==> config.mk <==
export PLATFORM = sky130hd
export DESIGN_NAME = approx_span_selector
export DESIGN_NICKNAME = d
export VERILOG_FILES = /design/src/rtl/aps_pkg.sv /design/src/rtl/aps_adder_tree.sv /design/src/rtl/aps_budget.sv /design/src/rtl/aps_level_pick.sv /design/src/rtl/approx_span_selector.sv
export SDC_FILE = /design/constraint.sdc
export NUM_CORES = 2
export LEC_CHECK = 0
export BUFFER_PORTS_ARGS = -buffer_cell sky130_fd_sc_hd__buf_2
export CORE_MARGIN = 2
export CORE_UTILIZATION = 30
export DETAILED_ROUTE_END_ITERATION = 6
export PLACE_DENSITY_LB_ADDON = 0.05
export SKIP_CTS_REPAIR_TIMING = 1
export SKIP_LAST_GASP = 1
export SYNTH_ARGS = -nofsm -noshare
export SYNTH_HDL_FRONTEND = slang
export SYNTH_SLANG_ARGS = --single-unit
==> constraint.sdc <==
create_clock -name clk -period 23.1 [get_ports clk]
set_clock_uncertainty 0.1 [all_clocks]
set_input_delay 1.155 -clock clk [delete_from_list [all_inputs] [get_ports clk]]
set_output_delay 1.155 -clock clk [all_outputs]
set_load 0.02 [all_outputs]
==> src/rtl/aps_pkg.sv <==
package aps_pkg;
    typedef enum logic [1:0] {
        MODE_EXACT   = 2'd0,
        MODE_TRIMMED = 2'd1,
        MODE_RAW     = 2'd2
    } store_mode_e;
endpackage

==> src/rtl/aps_adder_tree.sv <==
// Combinational code-length adder tree; also forms half-offset nodes
// on the fine levels from pairs of the level below.
module aps_adder_tree #(
    parameter int NUM_SYM = 64,
    parameter int LEN_W   = 5,
    parameter int SUM_W   = 11,
    parameter int LVLS    = 6,
    parameter int FINE_LO = 2,
    parameter int FINE_HI = 3
) (
    input  logic [NUM_SYM*LEN_W-1:0]                   lens_i,
    output logic [LVLS:0][NUM_SYM-1:0][SUM_W-1:0]      node_o,
    output logic [LVLS:0][NUM_SYM/2-1:0][SUM_W-1:0]    fine_o
);
    for (genvar l = 0; l <= LVLS; l++) begin : g_lvl
        for (genvar i = 0; i < NUM_SYM; i++) begin : g_node
            if (l == 0) begin : g_leaf
                assign node_o[l][i] = SUM_W'(lens_i[i*LEN_W +: LEN_W]);
            end else if (i < (NUM_SYM >> l)) begin : g_add
                assign node_o[l][i] = node_o[l-1][2*i] + node_o[l-1][2*i+1];
            end else begin : g_pad
                assign node_o[l][i] = '0;
            end
        end
        for (genvar k = 0; k < NUM_SYM/2; k++) begin : g_fine
            if (l >= 1 && l >= FINE_LO && l <= FINE_HI && k < (NUM_SYM >> (l+1))) begin : g_off
                assign fine_o[l][k] = node_o[l-1][4*k+1] + node_o[l-1][4*k+2];
            end else begin : g_none
                assign fine_o[l][k] = '0;
            end
        end
    end
endmodule

==> src/rtl/aps_budget.sv <==
// Burst budget, overflow and mode pre-decision from the encoded size.
module aps_budget #(
    parameter int SUM_W      = 11,
    parameter int THR_W      = 8,
    parameter int BURST_BITS = 256,
    parameter int BLOCK_BITS = 1024,
    parameter int BCNT_W     = 2
) (
    input  logic [SUM_W-1:0]  size_i,
    input  logic [THR_W-1:0]  thr_i,
    output logic              raw_o,
    output logic              try_trim_o,
    output logic [SUM_W-1:0]  over_o,
    output logic [BCNT_W-1:0] bcnt_tight_o,
    output logic [BCNT_W-1:0] bcnt_safe_o
);
    localparam int SH = $clog2(BURST_BITS);

    logic [SUM_W-1:0] whole;
    logic [SUM_W-1:0] rem;

    always_comb begin
        whole        = size_i >> SH;
        rem          = size_i & SUM_W'(BURST_BITS - 1);
        raw_o        = 1'b0;
        try_trim_o   = 1'b0;
        over_o       = '0;
        bcnt_tight_o = '0;
        bcnt_safe_o  = '0;
        if (size_i > SUM_W'(BLOCK_BITS)) begin
            raw_o        = 1'b1;
            bcnt_tight_o = '1;
            bcnt_safe_o  = '1;
        end else if (whole == '0) begin
            bcnt_tight_o = '0;
            bcnt_safe_o  = '0;
        end else if (rem == '0) begin
            bcnt_tight_o = BCNT_W'(whole - SUM_W'(1));
            bcnt_safe_o  = BCNT_W'(whole - SUM_W'(1));
        end else begin
            over_o       = rem;
            try_trim_o   = (rem <= SUM_W'(thr_i));
            bcnt_tight_o = BCNT_W'(whole - SUM_W'(1));
            bcnt_safe_o  = BCNT_W'(whole);
        end
    end
endmodule

==> src/rtl/aps_level_pick.sv <==
// Per-level compare and priority encode: lowest start symbol whose
// node sum covers the requested bit count.
module aps_level_pick #(
    parameter int NUM_SYM  = 64,
    parameter int SUM_W    = 11,
    parameter int IDX_W    = 6,
    parameter int LVL      = 0,
    parameter bit HAS_FINE = 1'b0
) (
    input  logic [NUM_SYM-1:0][SUM_W-1:0]   node_i,
    input  logic [NUM_SYM/2-1:0][SUM_W-1:0] fine_i,
    input  logic [SUM_W-1:0]                need_i,
    output logic                            hit_o,
    output logic [IDX_W-1:0]                start_o
);
    localparam int NODES  = NUM_SYM >> LVL;
    localparam int FNODES = HAS_FINE ? (NUM_SYM >> (LVL + 1)) : 0;
    localparam int SPAN   = 1 << LVL;

    logic             al_hit;
    logic             of_hit;
    logic [IDX_W-1:0] al_start;
    logic [IDX_W-1:0] of_start;

    always_comb begin
        al_hit   = 1'b0;
        al_start = '0;
        for (int i = NODES - 1; i >= 0; i--) begin
            if (node_i[i] >= need_i) begin
                al_hit   = 1'b1;
                al_start = IDX_W'(i * SPAN);
            end
        end
        of_hit   = 1'b0;
        of_start = '0;
        for (int k = FNODES - 1; k >= 0; k--) begin
            if (fine_i[k] >= need_i) begin
                of_hit   = 1'b1;
                of_start = IDX_W'(k * 2 * SPAN + SPAN / 2);
            end
        end
        hit_o   = al_hit | of_hit;
        start_o = al_start;
        if (of_hit && (!al_hit || of_start < al_start)) begin
            start_o = of_start;
        end
    end
endmodule

==> src/rtl/approx_span_selector.sv <==
module approx_span_selector
    import aps_pkg::*;
#(
    parameter int NUM_SYM    = 64,
    parameter int LEN_W      = 5,
    parameter int BURST_BITS = 256,
    parameter int BLOCK_BITS = 1024,
    parameter int MAX_APPROX = 16,
    parameter int FINE_LO    = 2,
    parameter int FINE_HI    = 3,
    localparam int SUM_W     = $clog2(NUM_SYM * ((1 << LEN_W) - 1) + 1),
    localparam int LVLS      = $clog2(NUM_SYM),
    localparam int IDX_W     = LVLS,
    localparam int THR_W     = $clog2(BURST_BITS),
    localparam int BCNT_W    = $clog2(BLOCK_BITS / BURST_BITS),
    localparam int MAX_LVL   = $clog2(MAX_APPROX),
    localparam int CNT_W     = MAX_LVL + 1
) (
    input  logic                     clk,
    input  logic                     rst_n,
    input  logic                     in_valid,
    input  logic [NUM_SYM*LEN_W-1:0] in_lens,
    input  logic [THR_W-1:0]         in_thresh,
    output logic                     out_valid,
    output logic [1:0]               out_mode,
    output logic [BCNT_W-1:0]        out_bursts,
    output logic [IDX_W-1:0]         out_start,
    output logic [CNT_W-1:0]         out_count
);
    typedef struct packed {
        logic                                   vld;
        logic [THR_W-1:0]                       thr;
        logic [LVLS:0][NUM_SYM-1:0][SUM_W-1:0]  node;
        logic [LVLS:0][NUM_SYM/2-1:0][SUM_W-1:0] fine;
    } sum_stage_t;

    typedef struct packed {
        logic              vld;
        store_mode_e       mode;
        logic [BCNT_W-1:0] bursts;
        logic [IDX_W-1:0]  start;
        logic [CNT_W-1:0]  count;
    } pick_stage_t;

    sum_stage_t  sum_d,  sum_q;
    pick_stage_t pick_d, pick_q;

    logic [LVLS:0][NUM_SYM-1:0][SUM_W-1:0]   tree_node;
    logic [LVLS:0][NUM_SYM/2-1:0][SUM_W-1:0] tree_fine;

    logic              is_raw;
    logic              try_trim;
    logic [SUM_W-1:0]  overflow;
    logic [BCNT_W-1:0] bcnt_tight;
    logic [BCNT_W-1:0] bcnt_safe;

    logic [MAX_LVL:0]            lvl_hit;
    logic [MAX_LVL:0][IDX_W-1:0] lvl_start;
    logic                        sel_hit;
    int                          sel_lvl;

    aps_adder_tree #(
        .NUM_SYM (NUM_SYM),
        .LEN_W   (LEN_W),
        .SUM_W   (SUM_W),
        .LVLS    (LVLS),
        .FINE_LO (FINE_LO),
        .FINE_HI (FINE_HI)
    ) u_tree (
        .lens_i (in_lens),
        .node_o (tree_node),
        .fine_o (tree_fine)
    );

    // Stage 1: capture all partial sums.
    always_comb begin
        sum_d     = sum_q;
        sum_d.vld = in_valid;
        if (in_valid) begin
            sum_d.thr  = in_thresh;
            sum_d.node = tree_node;
            sum_d.fine = tree_fine;
        end
    end

    aps_budget #(
        .SUM_W      (SUM_W),
        .THR_W      (THR_W),
        .BURST_BITS (BURST_BITS),
        .BLOCK_BITS (BLOCK_BITS),
        .BCNT_W     (BCNT_W)
    ) u_budget (
        .size_i       (sum_q.node[LVLS][0]),
        .thr_i        (sum_q.thr),
        .raw_o        (is_raw),
        .try_trim_o   (try_trim),
        .over_o       (overflow),
        .bcnt_tight_o (bcnt_tight),
        .bcnt_safe_o  (bcnt_safe)
    );

    for (genvar l = 0; l <= MAX_LVL; l++) begin : g_pick
        aps_level_pick #(
            .NUM_SYM  (NUM_SYM),
            .SUM_W    (SUM_W),
            .IDX_W    (IDX_W),
            .LVL      (l),
            .HAS_FINE (l >= 1 && l >= FINE_LO && l <= FINE_HI)
        ) u_pick (
            .node_i  (sum_q.node[l]),
            .fine_i  (sum_q.fine[l]),
            .need_i  (overflow),
            .hit_o   (lvl_hit[l]),
            .start_o (lvl_start[l])
        );
    end

    // Stage 2: mode, burst count and trimmed span.
    always_comb begin
        sel_hit = 1'b0;
        sel_lvl = 0;
        for (int l = MAX_LVL; l >= 0; l--) begin
            if (lvl_hit[l]) begin
                sel_hit = 1'b1;
                sel_lvl = l;
            end
        end
        pick_d     = pick_q;
        pick_d.vld = sum_q.vld;
        if (sum_q.vld) begin
            pick_d.start = '0;
            pick_d.count = '0;
            if (is_raw) begin
                pick_d.mode   = MODE_RAW;
                pick_d.bursts = bcnt_safe;
            end else if (try_trim && sel_hit) begin
                pick_d.mode   = MODE_TRIMMED;
                pick_d.bursts = bcnt_tight;
                pick_d.start  = lvl_start[sel_lvl];
                pick_d.count  = CNT_W'(1 << sel_lvl);
            end else begin
                pick_d.mode   = MODE_EXACT;
                pick_d.bursts = bcnt_safe;
            end
        end
    end

    always_ff @(posedge clk or negedge rst_n) begin
        if (!rst_n) begin
            sum_q  <= '0;
            pick_q <= '0;
        end else begin
            sum_q  <= sum_d;
            pick_q <= pick_d;
        end
    end

    assign out_valid  = pick_q.vld;
    assign out_mode   = pick_q.mode;
    assign out_bursts = pick_q.bursts;
    assign out_start  = pick_q.start;
    assign out_count  = pick_q.count;
endmodule

Yosys cells after proc, flatten, opt, wreduce, memory -nomap -nowiden
Index checks and enable logic that the tools add are counted.
- flip-flop bits (word level): 1148
- input port bits: 331
- output and inout port bits: 16
- logic and storage cells: 676
- $add $sub $neg: 76
- $lt $le $gt $ge: 141
- shift-type cells: 1
- multiplexer cells: 303
- bitwise operators: 2
- reductions and logical operators: 9
- operator list (operator ; number):
    $mux 6 ; 140
    $ge 11x11->1 ; 72
    $ge 5x11->1 ; 64
    $add 11x11->11 ; 43
    $add 5x5->6 ; 32
    $mux 1 ; 145
    $mux 32 ; 4
    $mux 11 ; 4
    $lt 32x5->1 const B ; 1
    $shl 1x32->5 const A ; 1
    $logic_not 11->1 ; 2
    $bmux 6 s3 ; 1
    $lt 6x6->1 ; 2
    $gt 11x11->1 const B ; 1
    $mux 2 ; 5
    $le 8x8->1 ; 1
    $mux 8 ; 1
    $mux 3 ; 2
    $mux 4 ; 1
    $logic_and 1x1->1 ; 3
    $logic_not 1->1 ; 2
    $logic_or 1x1->1 ; 2
    $or 1x1->1 ; 2
    $sub 2x1->2 const B ; 1

Longest topological paths before layout
- word-level depth: 75
- depth in mapped cells: 26
- mapped depth without buffers: 26

Modules after synthesis
From an unflattened synthesis, not the netlist that was laid out.
- cells, all modules: 23976
- area, all modules: 296856.0 sq um
- modules (own cells, without submodules) (module ; times used ; cells each ; area an instance (sq um) ; seq. area each (sq um)):
    approx_span_selector ; 1 ; 11283 ; 196134.4 ; 133027.6
    aps_adder_tree ; 1 ; 8638 ; 66692.7 ; 0.0
    aps_level_pick at g_pick[0].u_pick ; 1 ; 1825 ; 15424.8 ; 0.0
    aps_level_pick at g_pick[1].u_pick ; 1 ; 930 ; 7911.3 ; 0.0
    aps_level_pick at g_pick[2].u_pick ; 1 ; 734 ; 6092.1 ; 0.0
    aps_level_pick at g_pick[3].u_pick ; 1 ; 377 ; 3134.3 ; 0.0
    aps_level_pick at g_pick[4].u_pick ; 1 ; 129 ; 1056.0 ; 0.0
    aps_budget ; 1 ; 60 ; 410.4 ; 0.0

Worst setup path before layout
Ideal clock, no wire load.
- path type: flip-flop to flip-flop
- from: register sum_q[6696] (netlist bit)
- to: register pick_q (netlist bit out_start[4])
- setup time: 120 ps
- data arrival time: 12136 ps
- data required time: 22880 ps
- path slack: 10745 ps
- stages on the path, launching flop included: 21
- buffers on the path: 0
- clock period less this slack: 12355 ps
- path through: dfrtp_1 -> inv_1 -> ha_1 -> nor3_1 -> ha_1 -> nand2b_1 -> a21o_1 -> a21o_1 -> a21oi_1 -> o21ai_0 -> nor2b_1 -> nor2_1 -> nor2_1 -> ha_1 -> nand2_1 -> nor2_1 -> a2111oi_0 -> nor2_1 -> o21ba_2 -> o311a_1 -> a31o_1
- word-level cells in the longest chain between the ends: 74
- elaborated cells between the ends (all ways): 443
- those cells by class: order compare (139); mux (294); bitwise (2); reduce/logical (8)
- ends and longest elaborated chain (what ; RTL line ; source):
    from (decl) ; approx_span_selector.sv:45 ; sum_stage_t sum_d, sum_q;
    from (signal assigned) ; approx_span_selector.sv:153 ; sum_q <= sum_d;
    branches (longest 73 deep; another with $gt 11x11->1) ; n/a ;
    $mux 11 (*) ; approx_span_selector.sv:133 ; if (is_raw) begin
    to (signal assigned) ; approx_span_selector.sv:154 ; pick_q <= pick_d;
    to (decl) ; approx_span_selector.sv:46 ; pick_stage_t pick_d, pick_q;
Every way passes the cells marked *. The select of a mux whose other input is x is not followed.
A chain may end at the register's enable or synchronous reset.

Worst setup path after layout
- from: register sum_q[6689] (netlist bit)
- to: register pick_q (netlist bit out_start[4])
- word-level cells in the longest chain between the ends: 75
- elaborated cells between the ends (all ways): 446
- those cells by class: order compare (140); mux (296); bitwise (2); reduce/logical (8)
- ends and longest elaborated chain (what ; RTL line):
    branches (longest 74 deep; another with $gt 11x11->1) ; n/a
    $mux 11 (*) ; approx_span_selector.sv:133
Marks and branches as above.

==> reports/metrics.cfg <==
[yosys]
seq_area_frac_synth = 0.330
synthCells = 5945
synth_top_area_share = 0.330
syn_avg_cell_area_um2 = 10.8
yosysTopAreaCell = dfrtp_1
synth_edf_count = 0
synth_async_sr_flop_share = 1.00
ys.flop_type = dfrtp_1
yosys_register_bits = 848
synth_area_leaders = dfrtp_1 33%, ha_1 24%, mux2_2 12%
synth_area_um2 = 64200
synth_warnings = 0
synth_cell_types = 90
syn_nets = 7618

[floorplan]
io_pins = 347
die_y_um = 467
core_um2 = 213000
row_count = 169
initial_utilization = 0.302
fp.dieW_um = 467
dieArea_um2 = 218000

[grt]
overflow = 0
grt_pass1_wl_um = 313000
antenna_found_initial = 10
grt_pass1_vias = 47378
grt_max_degree = 169
grtUsageTotal = 0.191

[drt]
vias = 45780
ant_nets = 0
vias_per_cell = 4.94
drc = 0
drt_iter0_markers = 1839
finalWirelength_um = 207000
post_drt_wl_per_cell_um = 22.3
drt_pass1_iterations = 5

[clock_network]
clk_pin_slew_ns = 0.06
worstSkewPairLatency_ns = 0.77
cts-htree-levels = 3
root_buffer = clkbuf_16
cts_tree = yes
cts_buffer_depth = 3
cts_made_buffers = 121
cts_sinks = 848

[sta]
slew_headroom = 0.151
drv_slew = 0
rsz0062_at_grt = no
tightest_slew_ns = 1.26
fmax_ghz = 0.128
finalHoldViolCount = 0
finalCritPeriodShare = 0.337
tns_ns = 0
layout_min_cycle_time_ns = 7.79
finalSetupViolCount = 0

[flow_run]
cap_violations = 0

[worst_setup_path]
crit_required_ns = 23.64
end_kind = flop
critPathLaunchType = flop
crit_arrival_ns = 8.33
crit_fanout = 37
path_class = reg2reg

[run_status]
status = completed

[cells_and_area]
fin_nets = 8028
fin_cells = 9273
syn2layout_area_growth_pct = 14.6
drive_gt1_frac = 0.203

[place]
dpl.hpwl_um = 152000
numPortBuffers = 346
gp_congestion = 0.827
dp.cells = 9053

[min_path]
hold_path_class = in2async

[cell usage after synthesis (26+ instances only)]
| cell type | number |
|---|---|
| nand2b_1 | 183 |
| a211oi_1 | 85 |
| mux2_2 | 659 |
| o21ai_0 | 420 |
| nand2_1 | 252 |
| ha_1 | 1252 |
| o211ai_1 | 77 |
| o21a_1 | 57 |
| fa_1 | 90 |
| xor2_1 | 86 |
| nand3_1 | 27 |
| clkbuf_1 | 111 |
| nor2b_1 | 74 |
| dfrtp_1 | 848 |
| a2111oi_0 | 33 |
| xnor2_1 | 197 |
| a21oi_1 | 305 |
| o31ai_1 | 27 |
| a21o_1 | 219 |
| o21bai_1 | 61 |
| a31oi_1 | 26 |
| inv_1 | 329 |
| nor2_1 | 260 |
| nand4_1 | 26 |
[layout make-up]
cell class | count | area (µm²)
diodes | 2 | 5.00
clock buffers | 188 | 3680
clock inverters | 30 | 333
fillers | 21447 | 139000
inverters | 330 | 1240
multi-input cells | 4642 | 41300
flip-flops and latches | 848 | 21200
well taps | 2821 | 3530
repair buffers | 412 | 2310
[critical path, cell delays in order (launching register included)]
cell and delay [ns]:
dfrtp_1 0.44, or4_1 0.52, nor3_1 0.41, nand3_1 0.13
o21ai_1 0.57, nand2_4 0.52, buf_4 0.47, buf_4 0.47
ha_1 0.38, a2111oi_0 0.37, o21ai_0 0.42, nor2_1 0.71
nand4_1 0.35, o41ai_4 0.71, nand4_2 0.29, o311a_1 0.47
a31o_1 0.23
[cell usage in the layout (no fill, tap or decap), drive strengths merged, types with 7 or more instances in the layout]
cell type	n
a2111oi	40
a211o	18
a211oi	85
a21boi	7
a21o	219
a21oi	305
a22oi	7
a31o	8
a31oi	26
a41oi	8
buf	412
bufinv	7
clkbuf	188
clkinv	21
dfrtp	848
fa	90
ha	1252
inv	332
mux2	659
mux2i	14
nand2	252
nand2b	185
nand3	27
nand4	29
nor2	261
nor2b	74
nor3	18
nor4	13
o2111ai	9
o211a	7
o211ai	77
o21a	57
o21ai	426
o21bai	61
o31a	9
o31ai	27
xnor2	197
xor2	86
[layer usage]
| metal | share of wire | track usage |
|---|---|---|
| met1 | 0.49 | 0.264 |
| met2 | 0.47 | 0.316 |
| met3 | 0.025 | 0.0222 |
| met4 | 0.023 | 0.0431 |
| met5 | 0.00014 | 0 |
[cell families (layout without fill, tap and decap cells)]
logic type / count (synthesis) / after routing / synth area share
other: 0 / 2 / 0
AO/OA/AOI/OAI: 1453 / 1453 / 0.146
AND/OR/NAND/NOR: 891 / 891 / 0.0679
flip-flops: 848 / 848 / 0.330
buffers and inverters: 455 / 960 / 0.0277
XOR/XNOR: 283 / 283 / 0.0386
multiplexers: 673 / 673 / 0.118
adder cells (fa/ha/maj): 1342 / 1342 / 0.272
[path summary, 6_finish.rpt]
check / cells past startpoint / endpoint / slack [ns] / startpoint
setup / recovery: 16 / out_start[4] / 15.31 / sum_q[6689]
max in group asynchronous: 6 / sum_q[2695] / 18.37 / rst_n
hold / removal: 1 / sum_q[3080] / 0.27 / rst_n
hold reg to reg: 1 / out_mode[0] / 0.38 / out_mode[0]
min in group clk: 1 / out_mode[0] / 0.38 / out_mode[0]
setup reg to reg: 16 / out_start[4] / 15.31 / sum_q[6689]
[stage by stage]
step                      worst slack, ns  hold slack (ns)  cell area [µm²]   util
after global placement              15.32            0.362            69600  0.327
after detailed placement            15.28            0.371            69600  0.327
after floorplan                     10.74            0.382            64200      -
after CTS                           15.24            0.233            73600  0.346
after global routing                14.96            0.260            73600  0.346
final                               15.31            0.269            73600  0.346
[registers in the layout (all words and copies together), names as in the netlist]
| signal | cells |
|---|---|
| sum_q | 831 |
| out_bursts | 2 |
| out_valid | 1 |
| out_start | 6 |
| out_mode | 2 |
| out_count | 5 |
| pick_d | 1 |
Power is left out: the tool's default activity adds up to more than one toggle a clock period on the data nets, which glitch-free logic cannot reach.
